[config.mk]
export PLATFORM = sky130hd
export DESIGN_NAME = dram_page_seq
export DESIGN_NICKNAME = d
export VERILOG_FILES = /design/src/rtl/dps_pkg.sv /design/src/rtl/dps_page_match.sv /design/src/rtl/dps_col_mux.sv /design/src/rtl/dps_lane_steer.sv /design/src/rtl/dram_page_seq.sv
export SDC_FILE = /design/constraint.sdc
export NUM_CORES = 1
export LEC_CHECK = 0
export BUFFER_PORTS_ARGS = -buffer_cell sky130_fd_sc_hd__buf_2
export CORE_MARGIN = 8
export CORE_UTILIZATION = 49
export CTS_CLUSTER_SIZE = 10
export DETAILED_ROUTE_END_ITERATION = 10
export PLACE_DENSITY = 0.71
export REMOVE_ABC_BUFFERS = 1
export SYNTH_ARGS = -nofsm -noshare
export SYNTH_HDL_FRONTEND = slang
export SYNTH_HIERARCHICAL = 1
export SYNTH_SLANG_ARGS = --single-unit
[constraint.sdc]
create_clock -name clk -period 12.5 [get_ports clk]
set_input_delay 1.875 -clock clk [delete_from_list [all_inputs] [get_ports clk]]
set_output_delay 1.875 -clock clk [all_outputs]
set_load 0.02 [all_outputs]
[src/rtl/dps_pkg.sv]
package dps_pkg;

    typedef enum logic [1:0] {
        ST_IDLE = 2'd0,
        ST_ROW  = 2'd1,
        ST_COL  = 2'd2
    } seq_st_e;

    localparam logic [5:0] STAT_RD   = 6'b000000;
    localparam logic [5:0] STAT_WR   = 6'b000001;
    localparam logic [5:0] STAT_IDLE = 6'b011111;
    localparam logic [3:0] PS_OFF    = 4'b1000;

    // lowest compared address bit for a page-size code
    function automatic logic [4:0] page_lsb(input logic [3:0] code);
        logic [4:0] r;
        if (code < 4'd5)       r = 5'd6 + {1'b0, code};
        else if (code < 4'd8)  r = 5'd13 + {1'b0, code};
        else if (code == 4'd8) r = 5'd0;
        else                   r = {1'b0, code} + 5'd2;
        return r;
    endfunction

    function automatic logic [4:0] col_shift(input logic [2:0] code);
        return (code == 3'd0) ? 5'd0 : 5'd7 + {2'b00, code};
    endfunction

    function automatic logic [1:0] col_len(input logic [2:0] code);
        logic [1:0] r;
        case (code)
            3'b110:  r = 2'd2;
            3'b111:  r = 2'd3;
            default: r = 2'd1;
        endcase
        return r;
    endfunction

endpackage

[src/rtl/dps_page_match.sv]
module dps_page_match
    import dps_pkg::*;
#(
    parameter int ADDR_W  = 32,
    parameter int TAG_LSB = 6
) (
    input  logic [ADDR_W-1:0]         addr,
    input  logic [ADDR_W-TAG_LSB-1:0] tag,
    input  logic                      tag_vld,
    input  logic [3:0]                ps_code,
    output logic                      hit
);
    localparam int TW = ADDR_W - TAG_LSB;

    logic [TW-1:0] diff;
    logic [TW-1:0] masked;
    logic [4:0]    sh;

    always_comb begin
        diff   = addr[ADDR_W-1:TAG_LSB] ^ tag;
        sh     = page_lsb(ps_code) - 5'(TAG_LSB);
        masked = diff >> sh;
        hit    = tag_vld && (ps_code != PS_OFF) && (masked == '0);
    end
endmodule

[src/rtl/dps_col_mux.sv]
module dps_col_mux
    import dps_pkg::*;
#(
    parameter int ADDR_W = 32,
    parameter int KEEP_W = 3
) (
    input  logic [ADDR_W-1:0] addr,
    input  logic [2:0]        shift_code,
    output logic [ADDR_W-1:0] col_addr
);
    localparam logic [ADDR_W-1:0] KEEP_MASK = ADDR_W'((1 << KEEP_W) - 1);

    logic [ADDR_W-1:0] shifted;

    always_comb begin
        shifted  = addr >> col_shift(shift_code);
        col_addr = (shifted & ~KEEP_MASK) | (addr & KEEP_MASK);
    end
endmodule

[src/rtl/dps_lane_steer.sv]
module dps_lane_steer #(
    parameter int LANES = 8
) (
    input  logic [$clog2(LANES)-1:0] beat_lo,
    input  logic [1:0]               req_size,
    input  logic [1:0]               bus_code,
    input  logic                     big,
    input  logic                     wr,
    input  logic                     en,
    input  logic [8*LANES-1:0]       wdata,
    output logic [LANES-1:0]         be,
    output logic [8*LANES-1:0]       wdata_out
);
    localparam int LAW = $clog2(LANES);

    logic [LAW:0]   bus_n;
    logic [LAW:0]   req_n;
    logic [LAW:0]   beat_n;
    logic [LAW-1:0] bus_base;

    always_comb begin
        bus_n    = (LAW+1)'(1) << bus_code;
        req_n    = (LAW+1)'(1) << req_size;
        beat_n   = (req_size < bus_code) ? req_n : bus_n;
        bus_base = beat_lo & ~LAW'(bus_n - 1'b1);
    end

    for (genvar L = 0; L < LANES; L++) begin : g_lane
        logic [LAW-1:0] off;
        logic [LAW-1:0] ra;
        logic [LAW-1:0] src;
        logic           live;
        always_comb begin
            off  = big ? LAW'(LANES - 1 - L) : LAW'(L);
            ra   = bus_base | off;
            src  = ra & LAW'(req_n - 1'b1);
            live = en && ({1'b0, off} < bus_n) && (ra >= beat_lo) &&
                   ({1'b0, ra} < ({1'b0, beat_lo} + beat_n));
            be[L] = live;
            wdata_out[8*L +: 8] = (live && wr) ? wdata[8*src +: 8] : 8'h00;
        end
    end
endmodule

[src/rtl/dram_page_seq.sv]
module dram_page_seq
    import dps_pkg::*;
#(
    parameter int ADDR_W  = 32,
    parameter int DATA_W  = 64,
    parameter int PAGE_W  = 22,
    parameter int TAG_LSB = 6
) (
    input  logic                clk,
    input  logic                rst_n,
    input  logic                req_valid,
    output logic                req_ready,
    input  logic [ADDR_W-1:0]   req_addr,
    input  logic [1:0]          req_size,
    input  logic                req_write,
    input  logic [DATA_W-1:0]   req_wdata,
    input  logic                big_endian,
    input  logic [3:0]          strap_page,
    input  logic [2:0]          strap_shift,
    input  logic [1:0]          strap_bus,
    input  logic [2:0]          strap_timing,
    output logic                mem_row,
    output logic                mem_col,
    output logic [ADDR_W-1:0]   mem_addr,
    output logic [5:0]          mem_status,
    output logic [DATA_W/8-1:0] mem_be,
    output logic [DATA_W-1:0]   mem_wdata
);
    localparam int LANES = DATA_W / 8;
    localparam int LAW   = $clog2(LANES);
    localparam int LO_W  = ADDR_W - PAGE_W - TAG_LSB;
    localparam int BT_W  = LAW;

    typedef struct packed {
        seq_st_e            st;
        logic [ADDR_W-1:0]  base;
        logic [1:0]         size;
        logic               wr;
        logic [DATA_W-1:0]  wdata;
        logic [BT_W-1:0]    beat;
        logic [1:0]         cnt;
        logic [PAGE_W-1:0]  page;
        logic [LO_W-1:0]    lo;
        logic               vld;
        logic [3:0]         ps;
        logic [2:0]         sh;
        logic [1:0]         bw;
        logic [2:0]         ct;
    } seq_t;

    seq_t q, d;

    logic [ADDR_W-1:0] beat_addr;
    logic [ADDR_W-1:0] col_addr;
    logic [BT_W-1:0]   last_beat;
    logic [1:0]        ncyc;
    logic              page_hit;
    logic [LANES-1:0]  lane_be;
    logic [DATA_W-1:0] lane_data;

    always_comb begin
        beat_addr = q.base + (ADDR_W'(q.beat) << q.bw);
        last_beat = (q.size > q.bw) ? BT_W'(((LAW+1)'(1) << (q.size - q.bw)) - 1'b1) : '0;
        ncyc      = col_len(q.ct);
    end

    dps_page_match #(.ADDR_W(ADDR_W), .TAG_LSB(TAG_LSB)) u_match (
        .addr    (req_addr),
        .tag     ({q.page, q.lo}),
        .tag_vld (q.vld),
        .ps_code (q.ps),
        .hit     (page_hit)
    );

    dps_col_mux #(.ADDR_W(ADDR_W), .KEEP_W(3)) u_cmux (
        .addr       (beat_addr),
        .shift_code (q.sh),
        .col_addr   (col_addr)
    );

    dps_lane_steer #(.LANES(LANES)) u_lanes (
        .beat_lo   (beat_addr[LAW-1:0]),
        .req_size  (q.size),
        .bus_code  (q.bw),
        .big       (big_endian),
        .wr        (q.wr),
        .en        (q.st == ST_COL),
        .wdata     (q.wdata),
        .be        (lane_be),
        .wdata_out (lane_data)
    );

    always_comb begin
        d = q;
        case (q.st)
            ST_IDLE: begin
                if (req_valid) begin
                    d.base  = req_addr;
                    d.size  = req_size;
                    d.wr    = req_write;
                    d.wdata = req_wdata;
                    d.beat  = '0;
                    d.cnt   = '0;
                    d.st    = page_hit ? ST_COL : ST_ROW;
                end
            end
            ST_ROW: begin
                if (q.beat == '0) begin
                    d.ps = strap_page;
                    d.sh = strap_shift;
                    d.bw = strap_bus;
                    d.ct = strap_timing;
                end
                d.vld  = 1'b1;
                d.page = beat_addr[ADDR_W-1 -: PAGE_W];
                d.lo   = beat_addr[ADDR_W-PAGE_W-1:TAG_LSB];
                d.cnt  = '0;
                d.st   = ST_COL;
            end
            ST_COL: begin
                if (q.cnt == 2'(ncyc - 2'd1)) begin
                    d.cnt = '0;
                    if (q.beat == last_beat) begin
                        d.st = ST_IDLE;
                    end else begin
                        d.beat = q.beat + 1'b1;
                        d.st   = (q.ps == PS_OFF) ? ST_ROW : ST_COL;
                    end
                end else begin
                    d.cnt = q.cnt + 2'd1;
                end
            end
            default: d.st = ST_IDLE;
        endcase
    end

    always_ff @(posedge clk) begin
        if (!rst_n) q <= '0;
        else        q <= d;
    end

    always_comb begin
        req_ready  = (q.st == ST_IDLE);
        mem_row    = (q.st == ST_ROW);
        mem_col    = (q.st == ST_COL);
        mem_addr   = mem_row ? beat_addr : (mem_col ? col_addr : '0);
        mem_status = mem_row ? (q.wr ? STAT_WR : STAT_RD) : STAT_IDLE;
        mem_be     = lane_be;
        mem_wdata  = lane_data;
    end
endmodule

---- Word level (Yosys, flattened, before mapping) ----
Cells that the tools add are included.
storage, ports and cells
  input port bits ......................... 115
  register bits ........................... 145
  memories kept ........................... 0
  memory bits (writable) .................. 0
  ROM bits ................................ 0
  output and inout port bits .............. 113
  latch bits .............................. 0
  word-level logic and storage cells ...... 184
cells by class
  equal/unequal tests ..................... 11
  multiply operators ...................... 0
  magnitude comparators ................... 28
  $add $sub $neg .......................... 14
  bitwise logic cells ..................... 20
  mux-type cells .......................... 38
  divide/modulo/power cells ............... 0
  shift operators ......................... 14
  reduce and logical (&&, ||, !) cells .... 45
operators by type and width
  kind                   number
  $shiftx A64 B7 Y8      8
  $mux W106              1
  $lt A3 B4 Y1           16
  $mux W32               2
  $mux W8                8
  $logic_and A1 B1 Y1    34
  $mux W3                11
  $add A32 B32 Y32       1
  $or A32 B3 Y32         1
  $shl A3 B2 Y32         1
  $shr A32 B5 Y32        1
  $and A3 B3 Y3          9
  $logic_not A26 Y1      1
  $shr A26 B5 Y26        1
  $xor A26 B26 Y26       1
  $mux W5                5
  $ge A3 B3 Y1           8
  $or A3 B3 Y3           8
  $pmux W2 S3            2
  $mux W2                5
  $sub A3 B1 Y3 const B  3
  $reduce_and A2 Y1      4
  $shl A1 B2 Y4 const A  2
  $eq A3 B3 Y1 const B   2
  other kinds (32)       35

---- Longest topological paths before layout ----
  depth after elaboration ................. 11
  gate-level depth with buffers ........... 16
  depth with buffers taken out ............ 15

---- By module ----
The synthesis kept the hierarchy.
by module, submodules not included
  module          sequential area each (µm²)  times used  area an instance (µm²)  cells an instance
  dram_page_seq   2902.8                      1           6985.4                  821
  dps_lane_steer  0.0                         1           4738.3                  510
  dps_col_mux     0.0                         1           1500.2                  218
  dps_page_match  0.0                         1           898.4                   115

---- Worst setup path after synthesis ----
No wires, ideal clock.
  path type ............................... input port to output port
  start point ............................. input port big_endian
  end point ............................... output port mem_wdata[32]
  data required time ...................... 10.625 ns
  buffers on the path ..................... 2
  stages on the path ...................... 8
  path slack .............................. 6.531 ns
  data arrival time ....................... 4.094 ns
  cells stage by stage .................... buf_2 -> nor2_1 -> buf_4 -> ha_1 -> nor2b_1 -> a2111oi_0 -> o211ai_1 -> nor3_1
between the ends
  word-level cells in the longest chain between the ends .. 7
  elaborated cells on any way between the ends .. 12
  classes of those cells .................. 3 x order compare; 1 x shift; 2 x mux; 2 x bitwise; 4 x reduce/logical
RTL lines
  item                                                       RTL line              text
  start: declaration                                         dram_page_seq.sv:17   input logic big_endian,
  $mux W3 *                                                  dps_lane_steer.sv:34  off = big ? LAW'(LANES - 1 - L) : LAW'(L);
  branches (longest 5 deep; another with $shiftx A64 B7 Y8)  --
  $mux W8 *                                                  dps_lane_steer.sv:40  wdata_out[8*L +: 8] = (live && wr) ? wdata[8*src +: 8] : 8'h00;
  end: declaration                                           dram_page_seq.sv:27   output logic [DATA_W-1:0] mem_wdata
Every way passes the cells marked *.

---- Final worst setup path ----
  start point ............................. register q[3] in the netlist's numbering
  end point ............................... output port mem_wdata[31]
between the ends
  elaborated cells on any way between the ends .. 20
  classes of those cells .................. 3 x add/sub; 4 x order compare; 3 x shift; 2 x mux; 4 x bitwise; 4 x reduce/logical
RTL lines
  item                                                       RTL line              text
  start: declaration                                         dram_page_seq.sv:51   seq_t q, d;
  start signal: assignment                                   dram_page_seq.sv:138  if (!rst_n) q <= '0;
  start signal: assignment                                   dram_page_seq.sv:139  else q <= d;
  $shl A3 B2 Y32 *                                           dram_page_seq.sv:62   beat_addr = q.base + (ADDR_W'(q.beat) << q.bw);
  $add A32 B32 Y32 *                                         dram_page_seq.sv:62
  via beat_addr[2]                                           dram_page_seq.sv:53   logic [ADDR_W-1:0] beat_addr;
  branches (longest 6 deep; another with $shiftx A64 B7 Y8)  --
  $mux W8 *                                                  dps_lane_steer.sv:40
Mark *: on every way through the listed nets, which the timed path passes.

==> impl_results.html <==
<table>
<tr><th>Metric</th><th>Value</th></tr>
<tr><th colspan="2">Synth</th></tr>
<tr><td>Synth cell types</td><td>between 100 and 150</td></tr>
<tr><td>Number of enable-type register cells in the synthesized netlist</td><td>0</td></tr>
<tr><td>Share of cell area taken by muxes after synthesis</td><td>0.216</td></tr>
<tr><td>Synthesized-area fraction occupied by xor and xnor cells</td><td>0.0397</td></tr>
<tr><td>Mapped Area</td><td>14,100 µm²</td></tr>
<tr><td>Synth warnings</td><td>6</td></tr>
<tr><td>Async S/R FF share, synth</td><td>0</td></tr>
<tr><td>Main combinational cell family by area after synthesis</td><td>compound AO/OA/AOI/OAI gates</td></tr>
<tr><td>Seq/Total Area, Yosys</td><td>0.206</td></tr>
<tr><td>Number of storage elements in the synthesis netlist</td><td>145</td></tr>
<tr><td>Most frequently used flop master after synthesis</td><td>dfxtp_1</td></tr>
<tr><td>Area share of fa/ha/maj cells after synthesis</td><td>0.0338</td></tr>
<tr><td>Simple-gate share of the synthesized area</td><td>0.188</td></tr>
<tr><td>Number of instances in the synthesized netlist</td><td>around 1,700</td></tr>
<tr><td>Mean cell area of the mapped netlist</td><td>roughly 8.5 µm²</td></tr>
<tr><td>Compound-cell area share of the yosys netlist</td><td>0.252</td></tr>
<tr><th colspan="2">Routing</th></tr>
<tr><td>Number of DRC violations after detailed routing</td><td>0</td></tr>
<tr><td>Detailed-route vias per instance</td><td>between 6 and 7</td></tr>
<tr><td>Routed Wire Length</td><td>approximately 47 mm</td></tr>
<tr><td>Drt first pass iters</td><td>5</td></tr>
<tr><td>Antenna-violating nets left</td><td>0</td></tr>
<tr><td>Count of vias placed by the detailed router</td><td>about 14,000</td></tr>
<tr><td>Detailed router's first-iteration violation count</td><td>1,575</td></tr>
<tr><td>Drt wl/cell</td><td>21.3 µm</td></tr>
<tr><th colspan="2">GRT</th></tr>
<tr><td>Initial antenna violation count</td><td>0</td></tr>
<tr><td>Pin count of the biggest net entering global routing</td><td>between 100 and 150</td></tr>
<tr><td>Global route overflow</td><td>0</td></tr>
<tr><td>First-pass GRT wire length</td><td>approximately 72 mm</td></tr>
<tr><td>Via count of the first global-routing pass</td><td>13,000</td></tr>
<tr><td>Global router's overall resource usage</td><td>0.264</td></tr>
<tr><th colspan="2">Final layout</th></tr>
<tr><td>Total inserted antenna cells</td><td>0</td></tr>
<tr><td>Number of nets in the finished design</td><td>1,950</td></tr>
<tr><td>Most common cell after layout, fill and taps aside</td><td>nand2_1</td></tr>
<tr><td>Register ranked first by flip-flop count</td><td>q</td></tr>
<tr><td>Final std cells w/o fill</td><td>2,195</td></tr>
<tr><td>Ratio of cells with drive above 1 in the final layout</td><td>0.255</td></tr>
<tr><td>Syn-to-layout area delta</td><td>12.0%</td></tr>
<tr><td>Layout Utilization</td><td>0.554</td></tr>
<tr><td>Top flop regs</td><td>q (145)</td></tr>
<tr><td>Largest register FFs</td><td>145</td></tr>
<tr><td>Most frequent cells in the layout</td><td>253 x nand2_1, 225 x buf_2, 144 x dfxtp_1, 106 x a21boi_0, 102 x mux2i_1</td></tr>
<tr><th colspan="2">Die</th></tr>
<tr><td>Area of the die</td><td>34,500 µm²</td></tr>
<tr><td>Initial core utilization</td><td>0.495</td></tr>
<tr><td>Core region area</td><td>28,500 µm²</td></tr>
<tr><td>Site row count</td><td>62</td></tr>
<tr><td>Ports placed on the boundary</td><td>228</td></tr>
<tr><td>Floorplan die width</td><td>186 µm</td></tr>
<tr><td>Die Height</td><td>between 150 and 200 µm</td></tr>
<tr><th colspan="2">Critical path</th></tr>
<tr><td>Max Fanout on Critical Path</td><td>24</td></tr>
<tr><td>Data required time of the critical path</td><td>10.62 ns</td></tr>
<tr><td>Endpoint class of the critical path</td><td>output port</td></tr>
<tr><td>Startpoint-to-endpoint class of the critical path</td><td>reg2out</td></tr>
<tr><td>Data arrival time of the critical path</td><td>5.74 ns</td></tr>
<tr><td>Setup crit start kind</td><td>register</td></tr>
<tr><th colspan="2">Power</th></tr>
<tr><td>Internal Power</td><td>0.00102 W</td></tr>
<tr><td>Switching power share of the total</td><td>0.366</td></tr>
<tr><td>Switching power total</td><td>between 0.0005 and 0.0006 W</td></tr>
<tr><td>Part of the total power dissipated in sequential elements</td><td>0.341</td></tr>
<tr><td>Leak pwr</td><td>6.31 nW</td></tr>
<tr><td>Power per cell area</td><td>101 nW/µm²</td></tr>
<tr><td>Max IR drop VDD</td><td>82.3 µV</td></tr>
<tr><td>Part of the power in combinational logic</td><td>0.320</td></tr>
<tr><td>Clock network power share</td><td>0.339</td></tr>
<tr><th colspan="2">STA</th></tr>
<tr><td>Final worst slack</td><td>4.89 ns</td></tr>
<tr><td>Final number of max-transition violations</td><td>0</td></tr>
<tr><td>Final hold vios</td><td>0</td></tr>
<tr><td>Final Setup Violations</td><td>0</td></tr>
<tr><td>Time the final worst path needs with I/O delays and setup</td><td>7.61 ns</td></tr>
<tr><td>Worst hold slack</td><td>between 0.4 and 0.5 ns</td></tr>
<tr><td>Total negative slack for setup checks</td><td>0 ns</td></tr>
<tr><td>RSZ-0062 raised after global routing</td><td>no</td></tr>
<tr><td>Worst clock skew</td><td>0.0161 ns</td></tr>
<tr><td>Final period util</td><td>0.609</td></tr>
<tr><td>Least-Margin Pin Slew</td><td>1.24 ns</td></tr>
<tr><td>Max-Slew Margin vs Limit</td><td>0.172</td></tr>
<tr><td>F_max</td><td>0.131 GHz</td></tr>
<tr><th colspan="2">CTS</th></tr>
<tr><td>Post-CTS resize count</td><td>0</td></tr>
<tr><td>CTS HTree Levels</td><td>4</td></tr>
<tr><td>Clock Path Buffers</td><td>2</td></tr>
<tr><td>CTS Sinks</td><td>~150</td></tr>
<tr><td>Quantity of hold-fixing buffers added after cts</td><td>0</td></tr>
<tr><td>Clock tree from TritonCTS</td><td>done</td></tr>
<tr><td>Clock root cell</td><td>clkbuf_16</td></tr>
<tr><td>Number of CTS-inserted buffers</td><td>17</td></tr>
<tr><td>Clock Pin Slew Worst Setup and Hold Paths</td><td>approximately 0.06 ns</td></tr>
<tr><td>Number of buffers inserted to repair setup after CTS</td><td>0</td></tr>
<tr><td>Worst skew pair latency</td><td>0.45 ns</td></tr>
<tr><th colspan="2">Placement</th></tr>
<tr><td>DP HPWL</td><td>33.3 mm</td></tr>
<tr><td>Setup WS pre-CTS</td><td>5.52 ns</td></tr>
<tr><td># port buffers</td><td>226</td></tr>
<tr><td>Final RePlAce weighted congestion</td><td>0.940</td></tr>
<tr><td>Number of cells after detailed placement</td><td>roughly 2,200</td></tr>
<tr><th colspan="2">Hold path</th></tr>
<tr><td>Worst min-delay path class</td><td>reg2reg</td></tr>
<tr><th colspan="2">Run status</th></tr>
<tr><td>Result of the run</td><td>complete, no violations</td></tr>
<tr><th colspan="2">Job</th></tr>
<tr><td>Maximum Capacitance Violations</td><td>0</td></tr>
</table>
cell usage after synthesis, types with 15 or more instances:
master    number  area (µm²)
and3_1        15        93.8
nor2_1        65         244
ha_1          35         438
nand4_1       16         100
o21ba_2       22         220
o21ai_0       52         260
a22o_1        35         307
nand3_1       35         175
mux2_2        49         552
xor2_1        18         158
o211ai_1      20         150
buf_2         35         175
clkbuf_1      55         206
dfxtp_1      145        2900
xnor2_1       41         359
inv_1         35         131
a211oi_1      27         203
nor2b_1       27         169
nor3_1        64         320
o22ai_1       20         125
mux2i_1      102        1020
o22a_1        15         131
nand2_1      254         953
a21boi_0     106         796
a22oi_1       22         165
buf_4         25         188
nand2b_1      16         100
mux4_2        58        1310
a21oi_1       50         250
cells by family (layout without fill, tap and decap cells):
family / count (synthesis) / after routing
XOR/XNOR: 61 / 61
AO/OA/AOI/OAI: 477 / 477
flip-flops: 145 / 145
buffers and inverters: 175 / 322
multiplexers: 216 / 216
AND/OR/NAND/NOR: 552 / 552
other: 1 / 1
adder cells (fa/ha/maj): 37 / 37
power groups by stage:
stage / Clock [W] / Sequential, W / Combinational, W
3_3_place_gp: 0 / 0.000553 / 0.000489
6_report: 0.000543 / 0.000547 / 0.000512
5_1_grt: 0.000572 / 0.000552 / 0.000552
4_1_cts: 0.000550 / 0.000545 / 0.000502
2_1_floorplan: 0 / 0.000544 / 0.000349
3_5_place_dp: 0 / 0.000555 / 0.000498
area by class of cell:
class	count	area (µm²)
clock buffers	20	467
inverters	40	150
multi-input cells	1344	10400
fillers	2690	12700
well taps	384	480
clock inverters	12	145
flip-flops and latches	145	2900
repair buffers	250	1310
through the flow:
stage                     instance area (µm²)  total power (W)
after floorplan                         13400         0.000893
after global placement                  15200          0.00104
after detailed placement                15200          0.00105
after CTS                               15800          0.00160
after global routing                    15800          0.00168
final                                   15800          0.00160
worst paths after layout:
check,startpoint,end,slack (ns),depth (start not counted)
max,q[3],mem_wdata[31],4.89,11
max reg2reg,q[8],q[144],8.01,15
min reg2reg,q[12],q[12],0.47,1
min,q[12],q[12],0.47,1
worst max-delay path, stage by stage (launching register included):
cell and delay (ns):
dfxtp_1 0.89, mux2i_1 0.31, nor2_1 0.10, fa_1 0.46, xor2_1 0.60, ha_1 0.38
a21oi_1 0.40, a21boi_0 0.16, mux2i_1 0.25, nand4_1 0.94, nor3_1 0.55, buf_2 0.24
metal layers:
metal | share of wire | global-route usage | vias up | routed length (µm)
li1 | - | - | 6484 | -
met2 | 0.45 | 0.405 | 694 | 21100
met1 | 0.43 | 0.357 | 6673 | 20000
met3 | 0.081 | 0.0470 | 121 | 3820
met4 | 0.040 | 0.117 | 0 | 1880
met5 | 0 | 0 | - | 0
Note: power is estimated with default switching activity, not from simulation.
